[config.mk]
export PLATFORM = sky130hd
export DESIGN_NAME = cluster_pwr_ctrl
export DESIGN_NICKNAME = d
export VERILOG_FILES = /design/src/rtl/cluster_pwr_ctrl.sv
export SDC_FILE = /design/constraint.sdc
export NUM_CORES = 1
export LEC_CHECK = 0
export BUFFER_PORTS_ARGS = -buffer_cell sky130_fd_sc_hd__buf_4
export CAP_MARGIN = 20
export CORE_MARGIN = 8
export CORE_UTILIZATION = 42
export DETAILED_ROUTE_END_ITERATION = 8
export SLEW_MARGIN = 20
export SYNTH_ARGS = -nofsm -noshare
export SYNTH_HDL_FRONTEND = slang
export SYNTH_SLANG_ARGS = --single-unit
[constraint.sdc]
create_clock -name clk -period 2.2 [get_ports clk]
set_clock_uncertainty 0.1 [all_clocks]
set_input_delay 0.44 -clock clk [delete_from_list [all_inputs] [get_ports clk]]
set_output_delay 0.44 -clock clk [all_outputs]
set_load 0.02 [all_outputs]
[src/rtl/cluster_pwr_ctrl.sv]
module cluster_pwr_ctrl #(
  parameter int NCPU   = 4,
  parameter int ADDR_W = 5,
  parameter logic [31:0] BOOT_LO_RST = 32'hFFFF_0000,
  parameter logic [31:0] CFG0_RST    = 32'h0000_0F0F,
  parameter logic [31:0] COH_RST     = 32'h000F_000F,
  parameter logic [31:0] PST_RO      = 32'h0003_000F
) (
  input  logic                 clk,
  input  logic                 rst_n,
  input  logic                 wr_en,
  input  logic [3:0]           wr_strb,
  input  logic [ADDR_W-1:0]    addr,
  input  logic [31:0]          wdata,
  output logic [31:0]          rdata,
  input  logic                 fault_pulse,
  input  logic [NCPU-1:0]      wfi_in,
  output logic [NCPU-1:0]      wfi_req_o,
  output logic [NCPU-1:0]      pwr_stat_o,
  output logic                 irq_o,
  output logic [NCPU*64-1:0]   boot_addr
);

  localparam int VEC_BASE = 7;
  localparam int COH_OFF  = VEC_BASE + 2*NCPU;
  localparam logic [ADDR_W-1:0] A_ERR  = ADDR_W'(0);
  localparam logic [ADDR_W-1:0] A_STAT = ADDR_W'(1);
  localparam logic [ADDR_W-1:0] A_MASK = ADDR_W'(2);
  localparam logic [ADDR_W-1:0] A_EN   = ADDR_W'(3);
  localparam logic [ADDR_W-1:0] A_DIS  = ADDR_W'(4);
  localparam logic [ADDR_W-1:0] A_CFG0 = ADDR_W'(5);
  localparam logic [ADDR_W-1:0] A_CFG1 = ADDR_W'(6);
  localparam logic [ADDR_W-1:0] A_COH  = ADDR_W'(COH_OFF);
  localparam logic [ADDR_W-1:0] A_SNP  = ADDR_W'(COH_OFF + 1);
  localparam logic [ADDR_W-1:0] A_PWR  = ADDR_W'(COH_OFF + 2);
  localparam logic [ADDR_W-1:0] A_PST  = ADDR_W'(COH_OFF + 3);

  logic        wr_ok;
  logic [31:0] err_q, cfg0_q, cfg1_q, coh_q, snp_q, pwr_q, pst_q;
  logic        stat_q, mask_q;
  logic [NCPU-1:0] wfi_q, stat_out_q;
  logic [31:0] vec_lo [NCPU];
  logic [31:0] vec_hi [NCPU];

  assign wr_ok = wr_en && (wr_strb == 4'hF);

  // plain read/write words
  always_ff @(posedge clk or negedge rst_n) begin
    if (!rst_n) begin
      err_q  <= '0;
      cfg0_q <= CFG0_RST;
      cfg1_q <= '0;
      coh_q  <= COH_RST;
      snp_q  <= '0;
      pwr_q  <= '0;
      pst_q  <= '0;
    end else if (wr_ok) begin
      case (addr)
        A_ERR:   err_q  <= wdata;
        A_CFG0:  cfg0_q <= wdata;
        A_CFG1:  cfg1_q <= wdata;
        A_COH:   coh_q  <= wdata;
        A_SNP:   snp_q  <= wdata;
        A_PWR:   pwr_q  <= wdata;
        A_PST:   pst_q  <= wdata & ~PST_RO;
        default: ;
      endcase
    end
  end

  // fault status and mask
  always_ff @(posedge clk or negedge rst_n) begin
    if (!rst_n) begin
      stat_q <= 1'b0;
      mask_q <= 1'b1;
    end else begin
      if (fault_pulse)
        stat_q <= 1'b1;
      else if (wr_ok && addr == A_STAT && wdata[0])
        stat_q <= 1'b0;
      if (wr_ok && addr == A_EN && wdata[0])
        mask_q <= 1'b0;
      else if (wr_ok && addr == A_DIS && wdata[0])
        mask_q <= 1'b1;
    end
  end

  assign irq_o = stat_q & ~mask_q;

  // per-CPU boot words, idle sampling and power-state
  for (genvar i = 0; i < NCPU; i++) begin : g_cpu
    localparam logic [ADDR_W-1:0] A_LO = ADDR_W'(VEC_BASE + 2*i);
    localparam logic [ADDR_W-1:0] A_HI = ADDR_W'(VEC_BASE + 2*i + 1);

    always_ff @(posedge clk or negedge rst_n) begin
      if (!rst_n) begin
        vec_lo[i] <= BOOT_LO_RST;
        vec_hi[i] <= '0;
      end else if (wr_ok) begin
        if (addr == A_LO) vec_lo[i] <= wdata;
        if (addr == A_HI) vec_hi[i] <= wdata;
      end
    end

    always_ff @(posedge clk or negedge rst_n) begin
      if (!rst_n) begin
        wfi_q[i]      <= 1'b0;
        stat_out_q[i] <= 1'b0;
      end else begin
        wfi_q[i] <= wfi_in[i];
        if (wr_ok && addr == A_PWR && (wdata[i] != pwr_q[i]))
          stat_out_q[i] <= wdata[i];
      end
    end

    assign boot_addr[64*i +: 64] = {vec_hi[i], vec_lo[i]};
    assign wfi_req_o[i]          = pwr_q[i] & wfi_q[i];

    p_wfi_src_r4: assert property (@(posedge clk) disable iff (!rst_n)
      wfi_req_o[i] |-> $past(wfi_in[i]));
  end

  assign pwr_stat_o = stat_out_q;

  always_comb begin
    rdata = '0;
    case (addr)
      A_ERR:   rdata = err_q;
      A_STAT:  rdata = {31'b0, stat_q};
      A_MASK:  rdata = {31'b0, mask_q};
      A_CFG0:  rdata = cfg0_q;
      A_CFG1:  rdata = cfg1_q;
      A_COH:   rdata = coh_q;
      A_SNP:   rdata = snp_q;
      A_PWR:   rdata = pwr_q;
      A_PST:   rdata = pst_q;
      default: rdata = '0;
    endcase
    for (int k = 0; k < NCPU; k++) begin
      if (addr == ADDR_W'(VEC_BASE + 2*k))     rdata = vec_lo[k];
      if (addr == ADDR_W'(VEC_BASE + 2*k + 1)) rdata = vec_hi[k];
    end
  end

  p_partial_ignored_r3: assert property (@(posedge clk) disable iff (!rst_n)
    (wr_en && wr_strb != 4'hF) |=> $stable(boot_addr));

  p_stat_hold_r5: assert property (@(posedge clk) disable iff (!rst_n)
    !(wr_ok && addr == A_PWR) |=> $stable(pwr_stat_o));

  p_mask_hold_r7: assert property (@(posedge clk) disable iff (!rst_n)
    !(wr_ok && (addr == A_EN || addr == A_DIS)) |=> $stable(mask_q));

  p_mask_enable_r7: assert property (@(posedge clk) disable iff (!rst_n)
    (wr_ok && addr == A_EN && wdata[0]) |=> !mask_q);

  p_clear_r6: assert property (@(posedge clk) disable iff (!rst_n)
    (wr_ok && addr == A_STAT && wdata[0] && !fault_pulse) |=> !irq_o);

endmodule

== Word-level counts from Yosys, hierarchy flattened ==
Index checks and enable logic that the tools add are counted.
Word-level totals
  register bits after elaboration: 484
  input port bits: 49
  logic and storage cells: 97
Cells by class
  equal/unequal tests: 23
  muxes and demuxes: 13
  bitwise operators: 6
  reduce and logical (&&, ||, !) cells: 30
Operators by type and width (number)
  $pmux W32 S9: 1
  $mux W32: 8
  $eq A5 B4 Y1 const B: 8
  $reduce_and A2 Y1: 15
  $eq A5 B3 Y1 const B: 4
  $eq A5 B5 Y1 const B: 3
  $logic_and A1 B1 Y1: 12
  $eq A5 B2 Y1 const B: 2
  $and A1 B1 Y1: 5
  $eq A5 B1 Y1 const B: 1
  $logic_not A5 Y1: 1
  $eq A4 B4 Y1 const B: 1
  $mux W1: 4
  $ne A1 B1 Y1: 4
  $reduce_bool A2 Y1: 2
  $not A1 Y1: 1

== Logic depth before layout (Yosys ltp) ==
Gate-level depths: netlist (run 1).
  depth in word-level cells: 10
  mapped depth: 9

== Least setup slack after synthesis (run 1) ==
No wires, ideal clock.
  path kind: input port to output port
  from: in addr[3]
  to: out rdata[22]
  data arrival time: 2127 ps
  required time: 1660 ps
  slack: -467 ps
  stages on the path: 8
  buffers on the path: 3
  cells stage by stage: buf_4 -> nand4bb_1 -> buf_2 -> nor2_2 -> buf_2 -> a22oi_1 -> and3_1 -> o31ai_1
Between the ends
  cells in the longest elaborated chain, start to end: 10
RTL lines
  start: declaration: line 13  | input logic [ADDR_W-1:0] addr,
  $eq A5 B5 Y1, or another cell as far along: line 127  | case (addr)
  $pmux W32 S9: line 127
  $mux W32: line 140  | if (addr == ADDR_W'(VEC_BASE + 2*k)) rdata = vec_lo[k];
  $mux W32: line 141  | if (addr == ADDR_W'(VEC_BASE + 2*k + 1)) rdata = vec_hi[k];
  $mux W32: line 140
  $mux W32: line 141
  $mux W32: line 140
  $mux W32: line 141
  $mux W32: line 140
  $mux W32 *: line 141
  end: declaration: line 15  | output logic [31:0] rdata,
Every way passes the cells marked *; elsewhere a longest branch is shown, timed or not.

== Final worst setup path (run 1) ==
  from: reg vec_hi, in the netlist boot_addr[101]
  to: out rdata[5]
Between the ends
  cells in the longest elaborated chain, start to end: 5
RTL lines
  start: declaration: line 43  | logic [31:0] vec_hi [NCPU];
  start signal: indexed assignment: line 101  | if (addr == A_HI) vec_hi[i] <= wdata;
  $mux W32: line 141
  $mux W32: line 140
  $mux W32: line 141
  $mux W32: line 140
  $mux W32: line 141
No other way between the ends.

==> results_dict.tcl, run 1 <==
set metrics [dict create \
    finalNonFillerCells 3195 \
    worstSkewPairLatency_ns 0.60 \
    design_area_um2 32700 \
    setup_ws_ns -0.579 \
    num-fill-cells 4239 \
    clockBufferDepth 3 \
    die_y_um 248 \
    cts_made_buffers 54 \
    core_um2 53600 \
    dieArea_um2 61700 \
    worstPathArrival_ns 2.24 \
    final_common_cell "buf_4" \
    cts_tree "done" \
    gp_congestion 0.911 \
    power_density_nw_per_um2 637 \
    globalRoute.totalOverflow 0 \
    dpl_cell_area_um2 28800 \
    regArea_um2 12200 \
    rsz0062_at_grt "yes" \
    cts_root_buf "clkbuf_16" \
    holdPathStages 3 \
    maxSlewViolCount 0 \
    synth_nets 1874 \
    io_buffer_count 345 \
    cp_cell_sequence "nand2b_1 > a221oi_2 > o22ai_1 > a31oi_2 > a2bb2oi_2 > buf_6" \
    ff2ff_setup_slack_ns 1.14 \
    synthCells 1825 \
    synth_edf_count 0 \
    first_iter_violations 1538 \
    syn_area_um2 22700 \
    leakagePower_nw 16.1 \
    drt_wl_total_mm 92.9 \
    grt_max_degree 76 \
    wl_per_cell_um 29.1 \
    drtPass1Iterations 5 \
    utilization_pct 61.1 \
    holdWs_ns 0.0394 \
    outcome "finished with violations" \
    finalSetupViolCount 32 \
    dieWidth_um 248 \
    holdCritStartpoint "wdata[18]" \
    slowest_stage "dfrtp_1" \
    drc 0 \
    min_path_type "primary input to flip-flop" \
    worst_pin_slew_ns 0.547 \
    fmax_ghz 0.360 \
    cp_max_fo 3 \
    clk_pin_slew_worst_paths_ns 0.06 \
    layout-drive-gt1-share_pct 61.0 \
    critPathKind "flip-flop to output port" \
    ys_warn_count 0 \
    min_period_ns 2.78 \
    vias 19000 \
    nets 2502 \
    antenna_left 0 \
    finalCritPeriodShare_pct 126 \
    crit_required_ns 1.66 \
    drt-vias-per-instance 5.95 \
    hold_end "pwr_q[18]" \
    antenna_found_initial 2 \
    initial_utilization_pct 42.3 \
    final_cell_mix "536 x buf_4, 438 x mux2_2, 402 x dfrtp_1" \
    endpoint_kind "output port" \
    r2r_cells 2 \
    grt_usage_pct 29.5 \
    ys_ff_latch 484 \
    synth.distinct_cells 72 \
    rows 85 \
    synth_seq_area_share_pct 53.9 \
    slowest_delay_ns 0.38 \
    multi_input_area_um2 10800 \
    synth_area_per_cell_um2 12.4 \
    violations "negative setup slack" \
    grt_pass1_wl_mm 134 \
    irDropWorstVdd_mv 0.562 \
    h-tree-depth 2 \
    area_growth_pct 44.4 \
    dp_hpwl_mm 64.9 \
    synthArstFlopShare_pct 100 \
    slew_headroom_pct 63.3 \
    clock_sinks 484 \
    ios 346 \
    worstReg2RegEnd "boot_addr[109]" \
    startpoint_type "flip-flop" \
    synthFlopType "dfrtp_1" \
    dp.cells 2999 \
    grt_pass1_vias 19600 \
    hold_viol_final 0 \
    maxCapViolCount 0 \
    regToRegStartpoint "boot_addr[109]" \
    fin_total_pwr_mw 20.8 \
]
## cell usage after synthesis (9+ instances only)
library cell | instances | area, um2
a21oi_1 | 68 | 340
a221oi_1 | 28 | 245
a222oi_1 | 11 | 110
a22o_1 | 27 | 236
a22oi_1 | 46 | 345
and2_1 | 9 | 56.3
and3_1 | 16 | 100
buf_2 | 88 | 440
buf_4 | 14 | 105
clkbuf_1 | 53 | 199
dfrtp_1 | 403 | 10100
dfstp_2 | 81 | 2130
mux2_2 | 442 | 4980
mux2i_1 | 34 | 340
nand2_1 | 140 | 526
nand2b_1 | 20 | 125
nand3_1 | 27 | 135
nor2_1 | 51 | 191
nor3_1 | 12 | 60.1
o21ai_0 | 49 | 245
o221ai_1 | 9 | 78.8
o22ai_1 | 24 | 150
## layer usage
metal	track usage [%]	routed length, um
met5	0	25
met4	10.6	3040
met3	5.84	7150
met2	46.3	43000
met1	40.3	39600
## timing repair
| item | 4_1_cts | 5_1_grt |
|---|---|---|
| hold buffers | 6 | 0 |
| pin swaps | 76 | 59 |
| setup endpoints to repair | 32 | 32 |
| cloned | 6 | 1 |
| buffers inserted | 59 | 32 |
| resized for setup | 230 | 69 |
| endpoints found under the hold margin | 103 | 0 |
## how the worst max path moves through the flow
stage / startpoint / endpoint / cells after the start
2_1_floorplan: addr[2] / rdata[1] / 7
3_3_place_gp: addr[4] / rdata[22] / 9
3_5_place_dp: addr[2] / rdata[5] / 8
4_1_cts: err_q[24] / rdata[24] / 6
5_1_grt: snp_q[24] / rdata[24] / 6
6_report: boot_addr[101] / rdata[5] / 6
## cell families (layout without fill, tap and decap cells)
family                 Yosys count  in the layout  synth area share (%)
muxes                          485            485                  23.9
DFF                            484            484                  53.9
AOI/OAI and AO/OA              350            350                  11.0
and+or+nand+nor                338            338                  7.64
buffers and inverters          168            841                  3.60
other                            0              1                     0
## per-stage QoR
stage               setup TNS, ns  setup slack [ns]
global placement          -104.23            -0.694
finish                     -13.74            -0.579
floorplan                   -2.59            -0.222
detailed placement        -106.78            -0.681
CTS                        -13.32            -0.598
global route               -15.01            -0.648
## power breakdown
group	switching, mW	leakage [nW]	total (mW)	internal (mW)
clock network	3.74	0.877	9.09	5.35
logic	1.32	8.85	2.37	1.05
registers	0.206	6.39	9.38	9.18
## registers in the layout, indices dropped and copies added (netlist names)
signal	count
boot_addr	256
cfg0_q	32
cfg1_q	32
coh_q	32
err_q	32
pwr_q	32
snp_q	32
pst_q	26
pwr_stat_o	4
wfi_q	4
mask_q	1
stat_q	1
## final cells by class
type / count / share of cell area, %
Sequential cell: 484 / 37.3
Multi-Input combinational cell: 1173 / 33.0
Timing Repair Buffer: 732 / 21.5
Clock buffer: 88 / 5.05
Tap cell: 696 / 2.66
Clock inverter: 13 / 0.363
Inverter: 8 / 0.0917
Antenna cell: 1 / 0.00764
## critical path: cells and delay by family, from the launching register on
family,cells,cell delay [ns]
simple gates,1,0.12
buf+inv,1,0.15
compound gates,4,0.98
flops,1,0.38
(Power assumes the default switching activity.)
==> inputs of run 2 (changes only) <==
Settings changed: PLACE_DENSITY_LB_ADDON set to 0.12.
==> run 2 against run 1 <==
Net effect:
- largest cell class unchanged
- worst setup slack gained 0.0060 ns
- the run still ends with negative setup slack left
- first-iteration DRC count grew 3.2%
- non-clock buffer count grew 17
- global-route usage grew 0.24 points
- cell area grew 1.3%
==> results_dict.tcl, run 2 (synthesis results as in run 1) <==
set metrics [dict create \
    crit_required_ns 1.66 \
    cts_root_buf "clkbuf_16" \
    io_buffer_count 345 \
    initial_utilization_pct 42.3 \
    antenna_cells 0 \
    drtPass1Iterations 6 \
    outcome "finished with violations" \
    rows 85 \
    rsz0062_at_grt "yes" \
    leakagePower_nw 16.3 \
    maxSlewViolCount 0 \
    worstReg2RegEnd "boot_addr[101]" \
    first_iter_violations 1587 \
    dieArea_um2 61700 \
    violations "negative setup slack" \
    gp_congestion 0.911 \
    globalRoute.totalOverflow 0 \
    min_period_ns 2.77 \
    grt_max_degree 78 \
    setup_ws_ns -0.573 \
    num-fill-cells 4212 \
    drc 0 \
    dp_hpwl_mm 66.4 \
    grt_pass1_wl_mm 135 \
    fmax_ghz 0.361 \
    slew_headroom_pct 66.3 \
    nets 2519 \
    antenna_found_initial 1 \
    hold_viol_final 0 \
    die_y_um 248 \
    core_um2 53600 \
    grt_pass1_vias 19800 \
    design_area_um2 33200 \
    drt-vias-per-instance 5.99 \
    clk_pin_slew_worst_paths_ns 0.06 \
    irDropWorstVdd_mv 0.546 \
    startpoint_type "flip-flop" \
    finalSetupTns_ns -14.48 \
    power_density_nw_per_um2 651 \
    dp_worst_setup_slack_ns -0.754 \
    endpoint_kind "output port" \
    finalCritPeriodShare_pct 126 \
    hold_end "pwr_q[31]" \
    finalNonFillerCells 3212 \
    finalSetupViolCount 32 \
    final_cell_mix "571 x buf_4, 440 x mux2_2, 402 x dfrtp_1" \
    vias 19300 \
    final_common_cell "buf_4" \
    holdPathStages 3 \
    r2r_cells 3 \
    critPathKind "flip-flop to output port" \
    clock_sinks 484 \
    cts_tree "done" \
    cp_max_fo 2 \
    worstSkewPairLatency_ns 0.60 \
    wl_per_cell_um 29.2 \
    dpl_cell_area_um2 28900 \
    largest_reg_flops 256 \
    worstPathArrival_ns 2.23 \
    holdCritStartpoint "wdata[31]" \
    area_growth_pct 46.2 \
    antenna_left 0 \
    h-tree-depth 2 \
    maxCapViolCount 0 \
    dieWidth_um 248 \
    cts_made_buffers 54 \
    grt_usage_pct 29.7 \
    regToRegStartpoint "boot_addr[101]" \
    min_path_type "primary input to flip-flop" \
    clockBufferDepth 3 \
    ios 346 \
    dp.cells 3027 \
    drt_wl_total_mm 93.9 \
    layout-drive-gt1-share_pct 62.2 \
    worst_pin_slew_ns 0.502 \
    ff2ff_setup_slack_ns 1.07 \
]
## run 2: critical path, stage by stage, from the launching register on
cell       delay, ns
dfrtp_1         0.37
nand2b_1        0.11
a221oi_4        0.31
o22ai_1         0.11
a31oi_1         0.25
buf_4           0.18
a2bb2oi_4       0.16
buf_6           0.14
## run 2: cell type report
type                    instances  area, um2  share of cell area, %
flip-flops and latches        484      12200                   36.8
multi-input cells            1173      11000                   33.1
repair buffers                749       7110                   21.4
clock buffers                  87       1720                   5.19
well taps                     696        871                   2.63
clock inverters                15        236                  0.713
inverters                       8       30.0                 0.0906
## run 2: per-stage QoR
step	total power, mW	utilization, %	hold slack (ns)
global placement	11.6	54.0	0.263
global route	22.2	61.9	0.0507
finish	21.6	61.9	0.0438
CTS	21.6	60.9	0.0168
floorplan	10.4	-	0.0444
detailed placement	11.6	54.0	0.267
## run 2: how the worst max path moves through the flow
stage                    from        end  slack (ns)  cells after the start
6_report       boot_addr[101]   rdata[5]       -0.57                      7
5_1_grt        boot_addr[101]   rdata[5]       -0.63                      7
4_1_cts             snp_q[24]  rdata[24]       -0.57                      6
3_5_place_dp          addr[0]  rdata[26]       -0.75                     10
3_3_place_gp          addr[0]  rdata[26]       -0.77                     10
2_1_floorplan         addr[2]   rdata[1]       -0.22                      7
## run 2: layer usage
layer	GRT usage [%]	vias to the layer above	wire length, um
met1	40.5	10100	39800
met4	12.6	2	4150
li1	-	8051	-
met2	45.5	896	42600
met5	0	-	9
met3	6.57	220	7430
## run 2: power breakdown
part / total [mW] / internal [mW] / switching [mW]
Clock: 9.77 / 6.03 / 3.74
Combinational: 2.42 / 1.07 / 1.35
Sequential: 9.39 / 9.18 / 0.210
Total: 21.6 / 16.3 / 5.29
## run 2: repair_timing
item                                   CTS  global route
endpoints found under the hold margin   72             0
pin swaps                               80            53
setup endpoints to repair               32            32
hold buffers                             6             0
resized for setup                      237            80
cloned                                   6             1
setup buffers                           62            14
==> inputs of run 3 (changes only) <==
Settings changed: REMOVE_ABC_BUFFERS set to 1.
==> run 3 against run 2 <==
Net effect:
- the run still ends with negative setup slack left
- cell area down 3.4%
- sequential share of layout area increased by 1.3 points
- hold slack improved by 0.0070 ns
- combinational power fell by 7%
- core utilization is 2.1 points lower
- via count is 2.2% lower
- critical path depth increased by 2
- highest routed layer is now met4
- count of clock-buffer cells in the layout increased by 4
- sequential power about the same
- non-clock buffer count is 44 lower
==> results_dict.tcl, run 3 (synthesis results as in run 1) <==
set metrics [dict create \
    layout-drive-gt1-share_pct 59.5 \
    clockBufferDepth 3 \
    highest_layer "met4" \
    r2r_cells 2 \
    cp.depth 9 \
    wl_met1_mm 38.1 \
    dieArea_um2 61700 \
    worst_pin_slew_ns 0.493 \
    wl_per_cell_um 29.0 \
    worstReg2RegEnd "boot_addr[123]" \
    h-tree-depth 2 \
    globalRoute.totalOverflow 0 \
    grt_pass1_wl_mm 134 \
    dp_worst_setup_slack_ns -1.15 \
    ios 346 \
    worstSkewPairLatency_ns 0.60 \
    design_area_um2 32000 \
    drt_wl_total_mm 92.0 \
    critPathTopFamily "simple AND/OR/NAND/NOR gates" \
    vias 18800 \
    min_path_type "primary input to flip-flop" \
    largest_reg_flops 256 \
    cp_cell_sequence "buf_12 > buf_8 > or3_4 > nor3_4 > buf_6 > a22oi_2 > and3_1 > o211ai_1 > buf_4" \
    setup_ws_ns -0.696 \
    maxCapViolCount 0 \
    path_buf_inv 4 \
    clk_pin_slew_worst_paths_ns 0.06 \
    rsz0062_at_grt "yes" \
    cts_root_buf "clkbuf_16" \
    hold_viol_final 0 \
    area_growth_pct 41.2 \
    antenna_found_initial 0 \
    ff2ff_setup_slack_ns 1.19 \
    outcome "finished with violations" \
    io_buffer_count 345 \
    route.met3.wl_mm 6.52 \
    finalSetupViolCount 32 \
    drtPass1Iterations 5 \
    grt_max_degree 81 \
    power_density_nw_per_um2 662 \
    dieWidth_um 248 \
    cts_made_buffers 54 \
    slowest_stage "or3_4" \
    finalSetupTns_ns -18.09 \
    min_period_ns 2.90 \
    violations "negative setup slack" \
    cp-endpoint "rdata[1]" \
    finalCritPeriodShare_pct 132 \
    final_common_cell "buf_4" \
    nets 2475 \
    first_iter_violations 1565 \
    fmax_ghz 0.345 \
    grt_pass1_vias 19700 \
    rows 85 \
    fin_total_pwr_mw 21.2 \
    startpoint_type "primary input" \
    maxSlewViolCount 0 \
    regToRegStartpoint "boot_addr[123]" \
    antenna_left 0 \
    drt-vias-per-instance 5.94 \
    core_um2 53600 \
    grt_usage_pct 29.3 \
    critPathKind "primary input to output port" \
    initial_utilization_pct 42.3 \
    final_cell_mix "549 x buf_4, 441 x mux2_2, 403 x dfrtp_1" \
    irDropWorstVdd_mv 0.550 \
    dp_hpwl_mm 64.7 \
    clock_sinks 484 \
    leakagePower_nw 15.9 \
    die_y_um 248 \
    cts_tree "done" \
    wl_met2_mm 44.0 \
    gp_congestion 0.903 \
    crit_required_ns 1.66 \
    cp_max_fo 8 \
    worstPathArrival_ns 2.36 \
    slowest_delay_ns 0.43 \
    dpl_cell_area_um2 28400 \
    endpoint_kind "output port" \
    worstSetupStartpoint "addr[1]" \
    slew_headroom_pct 67.1 \
    drc 0 \
]
-- run 3: worst min-delay path by stage --
stage / start / end / slack (ns) / cells after the start
6_report: wdata[23] / pwr_q[23] / 0.05 / 3
5_1_grt: wdata[13] / pwr_q[13] / 0.05 / 3
4_1_cts: wdata[20] / pwr_q[20] / 0.02 / 3
3_5_place_dp: rst_n / boot_addr[39] / 0.23 / 1
3_3_place_gp: rst_n / boot_addr[39] / 0.23 / 1
2_1_floorplan: rst_n / boot_addr[0] / 0.04 / 0
-- run 3: power by group --
group,internal (mW),switching (mW)
combinational,0.975,1.28
sequential,9.18,0.202
clock,5.78,3.79
-- run 3: per-stage QoR --
step                      hold WS, ns  util (%)  cells
final                          0.0509      59.7   3169
after global routing           0.0464      59.7   3168
after CTS                      0.0211      58.7   3144
after detailed placement        0.233      53.0   3007
after global placement          0.231      53.0   3007
after floorplan                0.0444         -   1665
-- run 3: layer usage --
metal | up-vias | track usage (%)
li1 | 7962 | -
met2 | 859 | 47.9
met4 | 0 | 11.1
met3 | 197 | 5.21
met5 | - | 0
met1 | 9808 | 38.6
-- run 3: layout make-up --
class                   instances  area (um2)
well taps                     696         871
flip-flops and latches        484       12200
repair buffers                705        6530
clock buffers                  91        1720
clock inverters                11         163
fillers                      4403       21600
diodes                          1        2.50
inverters                       8        30.0
multi-input cells            1173       10500
-- run 3: repair_timing --
action,4_1_cts,5_1_grt
resized for setup,190,75
hold buffers,6,0
pin swaps,78,52
hold endpoints to repair,126,0
setup endpoints to repair,96,32
gates cloned,2,2
buffers inserted,29,22
-- run 3: worst reg2reg max path, cell delays in order (launching register included) --
cell,delay [ns]
dfrtp_1,0.38
buf_4,0.16
mux2_2,0.27
